[config.mk]
export PLATFORM = sky130hd
export DESIGN_NAME = irq_ctrl
export DESIGN_NICKNAME = d
export VERILOG_FILES = /design/src/rtl/irq_pkg.sv /design/src/rtl/irq_edge_det.sv /design/src/rtl/irq_pending.sv /design/src/rtl/irq_prio.sv /design/src/rtl/irq_entry_seq.sv /design/src/rtl/irq_ctrl.sv
export SDC_FILE = /design/constraint.sdc
export NUM_CORES = 1
export LEC_CHECK = 0
export BUFFER_PORTS_ARGS = -buffer_cell sky130_fd_sc_hd__buf_4
export CORE_MARGIN = 2
export CORE_UTILIZATION = 50
export CTS_CLUSTER_SIZE = 10
export DETAILED_ROUTE_END_ITERATION = 10
export GPL_TIMING_DRIVEN = 1
export HOLD_SLACK_MARGIN = 0.15
export PLACE_DENSITY = 0.86
export SYNTH_ARGS = -nofsm -noshare
export SYNTH_HDL_FRONTEND = slang
export SYNTH_HIERARCHICAL = 1
export SYNTH_SLANG_ARGS = --single-unit
[constraint.sdc]
create_clock -name clk_i -period 1.8 [get_ports clk_i]
set_clock_uncertainty 0.1 [all_clocks]
set_input_delay 0.18 -clock clk_i [delete_from_list [all_inputs] [get_ports clk_i]]
set_output_delay 0.18 -clock clk_i [all_outputs]
set_load 0.02 [all_outputs]
[src/rtl/irq_pkg.sv]
package irq_pkg;
  typedef enum logic [1:0] {
    ST_IDLE = 2'd0,
    ST_PUSH = 2'd1,
    ST_VEC  = 2'd2
  } irq_state_e;
endpackage

[src/rtl/irq_edge_det.sv]
module irq_edge_det #(
  parameter int unsigned N      = 3,
  parameter int unsigned STAGES = 2
) (
  input  logic         clk_i,
  input  logic         rst_ni,
  input  logic [N-1:0] req_i,
  output logic [N-1:0] rise_o
);
  for (genvar g = 0; g < N; g++) begin : g_line
    // chain[STAGES-1] is the synchronized level, chain[STAGES] its delayed copy
    logic [STAGES:0] chain_q;
    always_ff @(posedge clk_i or negedge rst_ni) begin
      if (!rst_ni) chain_q <= '0;
      else         chain_q <= {chain_q[STAGES-1:0], req_i[g]};
    end
    assign rise_o[g] = chain_q[STAGES-1] & ~chain_q[STAGES];
  end
endmodule

[src/rtl/irq_pending.sv]
module irq_pending #(
  parameter int unsigned N = 3
) (
  input  logic         clk_i,
  input  logic         rst_ni,
  input  logic [N-1:0] rise_i,
  input  logic [N-1:0] clr_i,
  output logic [N-1:0] pend_o
);
  logic [N-1:0] pend_q;

  // a fresh edge wins over a clear in the same cycle
  always_ff @(posedge clk_i or negedge rst_ni) begin
    if (!rst_ni) pend_q <= '0;
    else         pend_q <= (pend_q & ~clr_i) | rise_i;
  end
  assign pend_o = pend_q;


  clr_pending_chk: assert property (@(posedge clk_i) disable iff (!rst_ni)
    (clr_i & ~pend_q) == '0);
endmodule

[src/rtl/irq_prio.sv]
module irq_prio #(
  parameter int unsigned N     = 3,
  parameter int unsigned IDX_W = (N > 1) ? $clog2(N) : 1
) (
  input  logic [N-1:0]     pend_i,
  output logic [N-1:0]     grant_o,
  output logic [IDX_W-1:0] idx_o,
  output logic             any_o
);
  always_comb begin
    grant_o = '0;
    idx_o   = '0;
    for (int i = N - 1; i >= 0; i--) begin
      if (pend_i[i]) begin
        grant_o    = '0;
        grant_o[i] = 1'b1;
        idx_o      = IDX_W'(i);
      end
    end
  end
  assign any_o = |pend_i;
endmodule

[src/rtl/irq_entry_seq.sv]
module irq_entry_seq
  import irq_pkg::*;
#(
  parameter int unsigned N     = 3,
  parameter int unsigned PC_W  = 16,
  parameter int unsigned IDX_W = 2
) (
  input  logic             clk_i,
  input  logic             rst_ni,
  input  logic             instr_end_i,
  input  logic             ien_set_i,
  input  logic [PC_W-1:0]  pc_i,
  input  logic             any_i,
  input  logic [N-1:0]     grant_i,
  input  logic [IDX_W-1:0] idx_i,
  output logic [N-1:0]     ack_o,
  output logic             push_o,
  output logic [PC_W-1:0]  push_pc_o,
  output logic             vec_valid_o,
  output logic [IDX_W-1:0] vec_sel_o,
  output logic             busy_o
);
  irq_state_e       state_q, state_d;
  logic             ien_q;
  logic             take;
  logic [PC_W-1:0]  pc_q;
  logic [IDX_W-1:0] idx_q;

  assign take  = (state_q == ST_IDLE) & instr_end_i & ien_q & any_i;
  assign ack_o = take ? grant_i : '0;

  always_comb begin
    state_d = state_q;
    unique case (state_q)
      ST_IDLE: if (take) state_d = ST_PUSH;
      ST_PUSH: state_d = ST_VEC;
      ST_VEC:  state_d = ST_IDLE;
      default: state_d = ST_IDLE;
    endcase
  end

  always_ff @(posedge clk_i or negedge rst_ni) begin
    if (!rst_ni) begin
      state_q <= ST_IDLE;
      ien_q   <= 1'b0;
      pc_q    <= '0;
      idx_q   <= '0;
    end else begin
      state_q <= state_d;
      if (take)           ien_q <= 1'b0;
      else if (ien_set_i) ien_q <= 1'b1;
      if (take) begin
        pc_q  <= pc_i;
        idx_q <= idx_i;
      end
    end
  end

  assign push_o      = (state_q == ST_PUSH);
  assign push_pc_o   = push_o ? pc_q : '0;
  assign vec_valid_o = (state_q == ST_VEC);
  assign vec_sel_o   = vec_valid_o ? idx_q : '0;
  assign busy_o      = (state_q != ST_IDLE);


  entry_at_end_chk: assert property (@(posedge clk_i) disable iff (!rst_ni)
    $rose(busy_o) |-> $past(instr_end_i));

  push_then_vec_chk: assert property (@(posedge clk_i) disable iff (!rst_ni)
    push_o |=> vec_valid_o);

  push_pc_chk: assert property (@(posedge clk_i) disable iff (!rst_ni)
    $rose(push_o) |-> push_pc_o == $past(pc_i));

  vec_ends_chk: assert property (@(posedge clk_i) disable iff (!rst_ni)
    vec_valid_o |=> !busy_o);

  ien_cleared_chk: assert property (@(posedge clk_i) disable iff (!rst_ni)
    push_o |-> !ien_q);

  vec_idle_zero_chk: assert property (@(posedge clk_i) disable iff (!rst_ni)
    !vec_valid_o |-> vec_sel_o == '0);
endmodule

[src/rtl/irq_ctrl.sv]
module irq_ctrl #(
  parameter int unsigned N_IRQ       = 3,
  parameter int unsigned PC_W        = 16,
  parameter int unsigned SYNC_STAGES = 2,
  localparam int unsigned IDX_W      = (N_IRQ > 1) ? $clog2(N_IRQ) : 1
) (
  input  logic             clk_i,
  input  logic             rst_ni,
  input  logic [N_IRQ-1:0] irq_req_i,
  input  logic             instr_end_i,
  input  logic             ien_set_i,
  input  logic [PC_W-1:0]  pc_i,
  output logic             push_o,
  output logic [PC_W-1:0]  push_pc_o,
  output logic             vec_valid_o,
  output logic [IDX_W-1:0] vec_sel_o,
  output logic             busy_o
);
  logic [N_IRQ-1:0] rise, pend, grant, ack;
  logic [IDX_W-1:0] idx;
  logic             any;

  irq_edge_det #(.N(N_IRQ), .STAGES(SYNC_STAGES)) u_edge (
    .clk_i, .rst_ni, .req_i(irq_req_i), .rise_o(rise)
  );

  irq_pending #(.N(N_IRQ)) u_pend (
    .clk_i, .rst_ni, .rise_i(rise), .clr_i(ack), .pend_o(pend)
  );

  irq_prio #(.N(N_IRQ), .IDX_W(IDX_W)) u_prio (
    .pend_i(pend), .grant_o(grant), .idx_o(idx), .any_o(any)
  );

  irq_entry_seq #(.N(N_IRQ), .PC_W(PC_W), .IDX_W(IDX_W)) u_seq (
    .clk_i, .rst_ni, .instr_end_i, .ien_set_i, .pc_i,
    .any_i(any), .grant_i(grant), .idx_i(idx), .ack_o(ack),
    .push_o, .push_pc_o, .vec_valid_o, .vec_sel_o, .busy_o
  );


  ack_onehot_chk: assert property (@(posedge clk_i) disable iff (!rst_ni)
    $onehot0(ack));

  ack_top_chk: assert property (@(posedge clk_i) disable iff (!rst_ni)
    ack != '0 |-> (((ack - 1'b1) & pend) == '0));
endmodule

==> summary.md, run 1 <==
| Metric | Value |
|---|---|
| Die H | 57.58 um |
| Max-slew headroom | about three quarters |
| Period minus WS final | 1.752 ns |
| Dpl hpwl | 1720 um |
| Vias in the first global route | about 1000 |
| Antenna diode count | 0 |
| Crit path arrival time | roughly 1.5 ns |
| Fillers | 159 |
| CP delay by family, top | simple AND/OR/NAND/NOR gates |
| Finish-stage setup viols | 0 |
| Critical Path RT | 1.52 ns |
| Nets | 190 |
| DRC marker count from the first detailed-route iteration | 13 |
| Flop2flop setup slack | about 0.048 ns |
| H-tree Lvls | 2 |
| Yosys top cell area share | between 50% and 60% |
| I/O Pins | 44 |
| Final period utilization | 97.34% |
| Vias per std cell | roughly 4.8 |
| Leak | 1.017 nW |
| Most frequent cell after synthesis | dfrtp_1 |
| Met1 Resource Use GR | 21.02% |
| Post-DRT Antenna Nets | 0 |
| Tot Pwr | between 3 and 4 mW |
| Worst-path cell chain | and2b_2 -> and2_1 -> buf_4 |
| RSZ-0062 raised after global routing | false |
| CTS tree | yes |
| Slowest stage delay, CP | about 0.41 ns |
| Sw frac | about 33% |
| Hold_ws | between 0.2 and 0.25 ns |
| Gr busiest metal | met2 |
| Total die area | 3315 sq um |
| Synthesized flop and latch total | 33 |
| Area contributors post-synth | dfrtp_1 58%, mux2_4 16%, and2_1 9.2% |
| Clock Latency Late Sink | 0.33 ns |
| Outcome | completed |
| Clk buf depth | 2 |
| M3 GR Usage | between 7 and 8% |
| Largest net degree at the start of global routing | 34 |
| CP max FO | 17 |
| Post-synth net total | ~120 |
| Residual DRC | 0 |
| Maximum clock frequency | 570.8 MHz |
| Root buf cell | clkbuf_4 |
| Crit. End Element | primary output |
| Count of buffer and inverter cells on the critical path | 1 |
| Die W | around 58 um |
| DR pass1 iterations | 4 |
| Setup TNS | 0 ns |
| Kind of critical path | flop to primary output |
| Post-DR wirelength/cell | approximately 15 um |
| YS warnings | 6 |
| Reg2Reg Launch Point | u_pend/pend_o[2] |
| Site row count | 19 |
| Area growth, synth to finish | 44.99% |
| Clock power frac | 15.4% |
| Register area share after synthesis | a little under three fifths |
| Max-slew violations | 0 |
| Flop pwr share | between 30% and 40% |
| Port Buffers | 43 |
| GR Util met2 | 31.82% |
| Synth cell types | 19 |
| Internal power | 2.025 mW |
| CTS Buf Count | 5 |
| Gate Count Post-Synth | 98 |
| Clock sinks | 33 |
| Vias | between 900 and 1000 |
| Pwr/cell area | between 1000 and 1500 nW/um^2 |
| Comb power frac | ~46% |
| Post-synth top flop | dfrtp_1 |
| Ys async rst share | 100.0% |
| Clock transition at path regs | around 0.1 ns |
| Initial core utilization | a little over half |
| CP startpoint kind | flop |
| Critical path's slowest cell | dfrtp_1 |
| Hold Vio Cnt, Final | 0 |
| Leading area contributor after synthesis | dfrtp_1 |
| Ratio of cells with drive above 1 in the final layout | between 40% and 50% |
| Utilization after layout | between 70% and 80% |
| RePlAce Congestion | roughly 0.75 |
| Worst Tran Pin Value | 0.4001 ns |
| Core Box Area | ~2700 sq um |
| Initial antenna violation count | 0 |
| Crit Reg-Reg Endpoint | u_seq/pc_q[8] |
| Max capacitance violation total | 0 |
| Switching Power | 1.004 mW |
| EDFF count, synth | 0 |
| WL final | between 3000 and 4000 um |
| Total GRT Usage | a little under a fifth |
| Hold crit path type | input port to asynchronous set/reset pin |
| Synthesized area | ~1400 sq um |
| First-pass GRT wire length | about 4500 um |
| Grt total ovfl | 0 |
| Maximum vdd drop | ~1200 uV |
| Syn_area_per_cell | 14.64 sq um |
| Most instantiated cells after synthesis | 33 x dfrtp_1, 21 x and2_1, 15 x mux2_4 |
| R2R depth | 5 |
==> metrics by stage <==
stage          worst slack, ns  instance area, sq um  std cells
6_report               0.04792                  2081        199
5_1_grt               0.002913                  2081        199
4_1_cts                0.04200                  2017        195
3_5_place_dp           0.04514                  1735        166
3_3_place_gp            0.1455                  1735        166
2_1_floorplan           0.1920                  1435         98
==> power by group through the flow <==
stage	registers [mW]	clock network (mW)	logic, mW
floorplan	1.12	0	0.971
global placement	1.16	0	1.18
detailed placement	1.17	0	1.22
CTS	1.16	0.474	1.26
global route	1.20	0.509	1.47
finish	1.17	0.466	1.40
==> flip-flops by register name (all words and copies together) (netlist names) <==
signal	flops
u_edge/g_line.chain_q	9
u_pend/pend_o	3
u_seq/idx_q	2
u_seq/ien_q	1
u_seq/pc_q	16
u_seq/state_q	2
==> cells by family (layout without fill, tap and decap cells) <==
group / Yosys count / in the layout / synth area share [%]
buffers and inverters: 9 / 78 / 5.056
AND/OR/NAND/NOR: 35 / 36 / 17.79
flip-flops: 33 / 33 / 57.54
AO/OA/AOI/OAI: 3 / 3 / 1.569
multiplexers: 18 / 18 / 18.05
==> per-layer routing <==
| layer | part of all wire, % | vias up | wire, um |
|---|---|---|---|
| met5 | 0 | - | 0 |
| met4 | 0.86 | 0 | 26 |
| met3 | 7.2 | 4 | 218 |
| met2 | 52 | 44 | 1579 |
| met1 | 39 | 459 | 1190 |
| li1 | - | 450 | - |
==> cell type report <==
class	instances	area, sq um	share of cell area (%)
clock buffer	7	65.06	3.127
timing repair buffer	67	580.6	27.90
multi-input combinational	57	554.3	26.64
tap	31	38.79	1.864
clock inverter	1	5.005	0.2405
sequential	33	825.8	39.69
inverter	3	11.26	0.5412
==> worst max path at each step <==
stage	cells after the start	slack [ns]	from	end
after global placement	5	0.15	u_seq/state_q[1]	u_pend/pend_o[2]
after detailed placement	6	0.05	u_pend/pend_o[0]	u_pend/pend_o[0]
after CTS	6	0.04	u_pend/pend_o[0]	u_pend/pend_o[0]
after floorplan	5	0.19	u_pend/pend_o[2]	u_seq/idx_q[1]
final	3	0.05	u_seq/state_q[1]	push_pc_o[9]
after global routing	3	0.003	u_seq/state_q[1]	push_pc_o[7]
==> placed cells by master (no fill, tap or decap) <==
master and count:
buf_4 44, dfrtp_1 33, dlygate4sd3_1 21, and2_1 21, mux2_4 15, clkbuf_4 5
nor2b_4 3, inv_1 3, a21o_1 3, mux2_2 3, clkbuf_8 2, nor2b_1 2
nor2_1 2, buf_12 2, clkinv_2 1, nor2_4 1, or3_1 1, nor3b_1 1
and2b_2 1, or2_4 1, nand3_2 1, nor2_8 1, and2b_1 1
==> timing repair <==
action	CTS	global route
buffers inserted	0	3
endpoints found under the hold margin	53	0
gates cloned	0	1
pin swaps	0	2
hold buffers	21	0
resized for setup	1	1
endpoints found under the setup margin	16	7
No activity file was read; power rests on OpenSTA's default activity.
==> run 2, diff against run 1 <==
Clock period 1.8 ns to 2 ns, I/O delays scaled along.
==> run 2 against run 1 <==
Net effect: worst hold slack better by 0.024 ns; total power down 17%; first-iteration DRC count up 31%; count of clock-buffer cells in the layout down 2; highest routed layer is now met3; critical path depth stayed put; sequential share of layout area grew 1.6 points; flip-flop and latch count unchanged; register-to-register slack improved by 0.22 ns; die area unchanged.
==> summary.md, run 2 (same netlist as run 1, synthesis figures left out) <==
| Metric | Value |
|---|---|
| Outcome | completed |
| Core Box Area | 2734 sq um (unchanged) |
| Finish-stage setup viols | 0 (unchanged) |
| Clk buf depth | 2 (unchanged) |
| RePlAce Congestion | 0.7394 (-1.1%) |
| Max reg flops | 16 (unchanged) |
| Fillers | 179 (+13%) |
| Final period utilization | about nine tenths |
| Maximum clock frequency | about 550 MHz |
| Hold_ws | 0.2344 ns (+0.02393 ns) |
| Die H | 57.58 um (unchanged) |
| Clock sinks | 33 (unchanged) |
| Vias | 918 (-4.1%) |
| Area growth, synth to finish | 39.41% |
| Leak | 0.9798 nW (-3.7%) |
| Setup TNS | 0 ns (unchanged) |
| Post-DR wirelength/cell | 13.96 um (-7.9%) |
| Slowest stage delay, CP | 0.44 ns (+0.03 ns) |
| Period minus WS final | between 1.5 and 2 ns |
| Post-CTS sizing | 0 (-1) |
| Hold Vio Cnt, Final | 0 (unchanged) |
| Crit. End Element | primary output |
| Total GRT Usage | 18.25% (-0.052 points) |
| Count of buffer and inverter cells on the critical path | 1 (unchanged) |
| DR pass1 iterations | 4 (unchanged) |
| Nets | 186 (-2.1%) |
| Largest reg by FF count | u_seq/pc_q |
| Die W | 57.58 um (unchanged) |
| Commonest non-fill, non-tap cells in the layout | 43 x buf_4, 33 x dfrtp_1, 21 x dlygate4sd3_1, 21 x and2_1, 15 x mux2_4 |
| Vias in the first global route | 969 (-1.6%) |
| Antenna diode count | 0 (unchanged) |
| Post-Place Setup Slack | 0.2723 ns (+0.2271 ns) |
| Most common cell after layout, fill and taps aside | buf_4 |
| Largest net degree at the start of global routing | 34 (unchanged) |
| Vias per std cell | 4.708 (-2.1%) |
| Critical path's slowest cell | and2b_1 |
| Residual DRC | 0 (unchanged) |
| Initial antenna violation count | 0 (unchanged) |
| Max-slew violations | 0 (unchanged) |
| Worst-path cell chain | and2b_1 -> and2_1 -> buf_4 |
| CTS Buf Count | 5 (unchanged) |
| Max-slew headroom | 68.72% (-4.6 points) |
| Pwr/cell area | 1262 nW/um^2 (-13%) |
| H-tree Lvls | 2 (unchanged) |
| Crit path setup slack, layout | 0.1915 ns (+0.1435 ns) |
| Ratio of cells with drive above 1 in the final layout | 45.12% (-2.5 points) |
| Worst Tran Pin Value | 0.4692 ns (+0.06910 ns) |
| Site row count | 19 (unchanged) |
| Clock Latency Late Sink | 0.33 ns (about the same) |
| Crit path arrival time | 1.51 ns (+0.04 ns) |
| Max capacitance violation total | 0 (unchanged) |
| Port Buffers | 43 (unchanged) |
| Maximum vdd drop | 1009 uV (-14%) |
| Critical Path RT | 1.70 ns (+0.18 ns) |
| Tot Pwr | 2.524 mW (-17%) |
| Post-CTS Hold Buffers | 21 (unchanged) |
| Post-CTS Setup Bufs | 0 (unchanged) |
| CP max FO | 17 (unchanged) |
| Root buf cell | clkbuf_4 |
| CP delay by family, top | simple AND/OR/NAND/NOR gates |
| Initial core utilization | 52.49% (unchanged) |
| Total die area | 3315 sq um (unchanged) |
| Kind of critical path | flop to primary output |
| Grt total ovfl | 0 (unchanged) |
| RSZ-0062 raised after global routing | false |
| Clock transition at path regs | 0.11 ns (about the same) |
| Post-DRT Antenna Nets | 0 (unchanged) |
| DRC marker count from the first detailed-route iteration | 17 (+4) |
| CP startpoint kind | flop |
| Hold crit path type | input port to asynchronous set/reset pin |
| First-pass GRT wire length | 4471 um (+0.16%) |
| CTS tree | yes |
| WL final | 2722 um (-9.7%) |
| I/O Pins | 44 (unchanged) |
run 2: per-stage QoR:
stage          utilization, %  instances  instance area (sq um)
2_1_floorplan               -         98                   1435
4_1_cts                 73.18        195                   2001
3_5_place_dp            63.48        166                   1735
6_report                73.18        195                   2001
3_3_place_gp            63.48        166                   1735
5_1_grt                 73.18        195                   2001
run 2: final timing paths:
check	to	start	slack [ns]	cells past startpoint
min in group clk_i	u_seq/state_q[0]	instr_end_i	0.24	3
max in group asynchronous	u_seq/pc_q[10]	rst_ni	1.26	2
hold / removal	u_seq/idx_q[0]	rst_ni	0.23	2
setup reg to reg	u_seq/pc_q[4]	u_pend/pend_o[0]	0.27	4
hold reg to reg	u_edge/g_line[0].chain_q[1]	u_edge/g_line[0].chain_q[0]	0.26	0
setup / recovery	push_pc_o[6]	u_seq/state_q[1]	0.19	3
run 2: per-layer routing:
layer  track usage (%)  wire length, um
met1             21.63             1079
met2             31.33             1462
met3             6.576              180
met4             4.983                0
met5                 0                0
run 2: area by class of cell:
cell class,instances,area (sq um),share of cell area (%)
multi-input cells,56,536.8,26.83
flip-flops and latches,33,825.8,41.28
repair buffers,64,533.0,26.64
clock inverters,3,17.52,0.8755
inverters,3,11.26,0.5629
clock buffers,5,37.54,1.876
well taps,31,38.79,1.939
run 2: power breakdown:
group / switching, mW / leakage (nW) / internal, mW
registers: 0.139 / 0.386 / 0.907
clock network: 0.220 / 0.0310 / 0.132
logic: 0.488 / 0.563 / 0.637
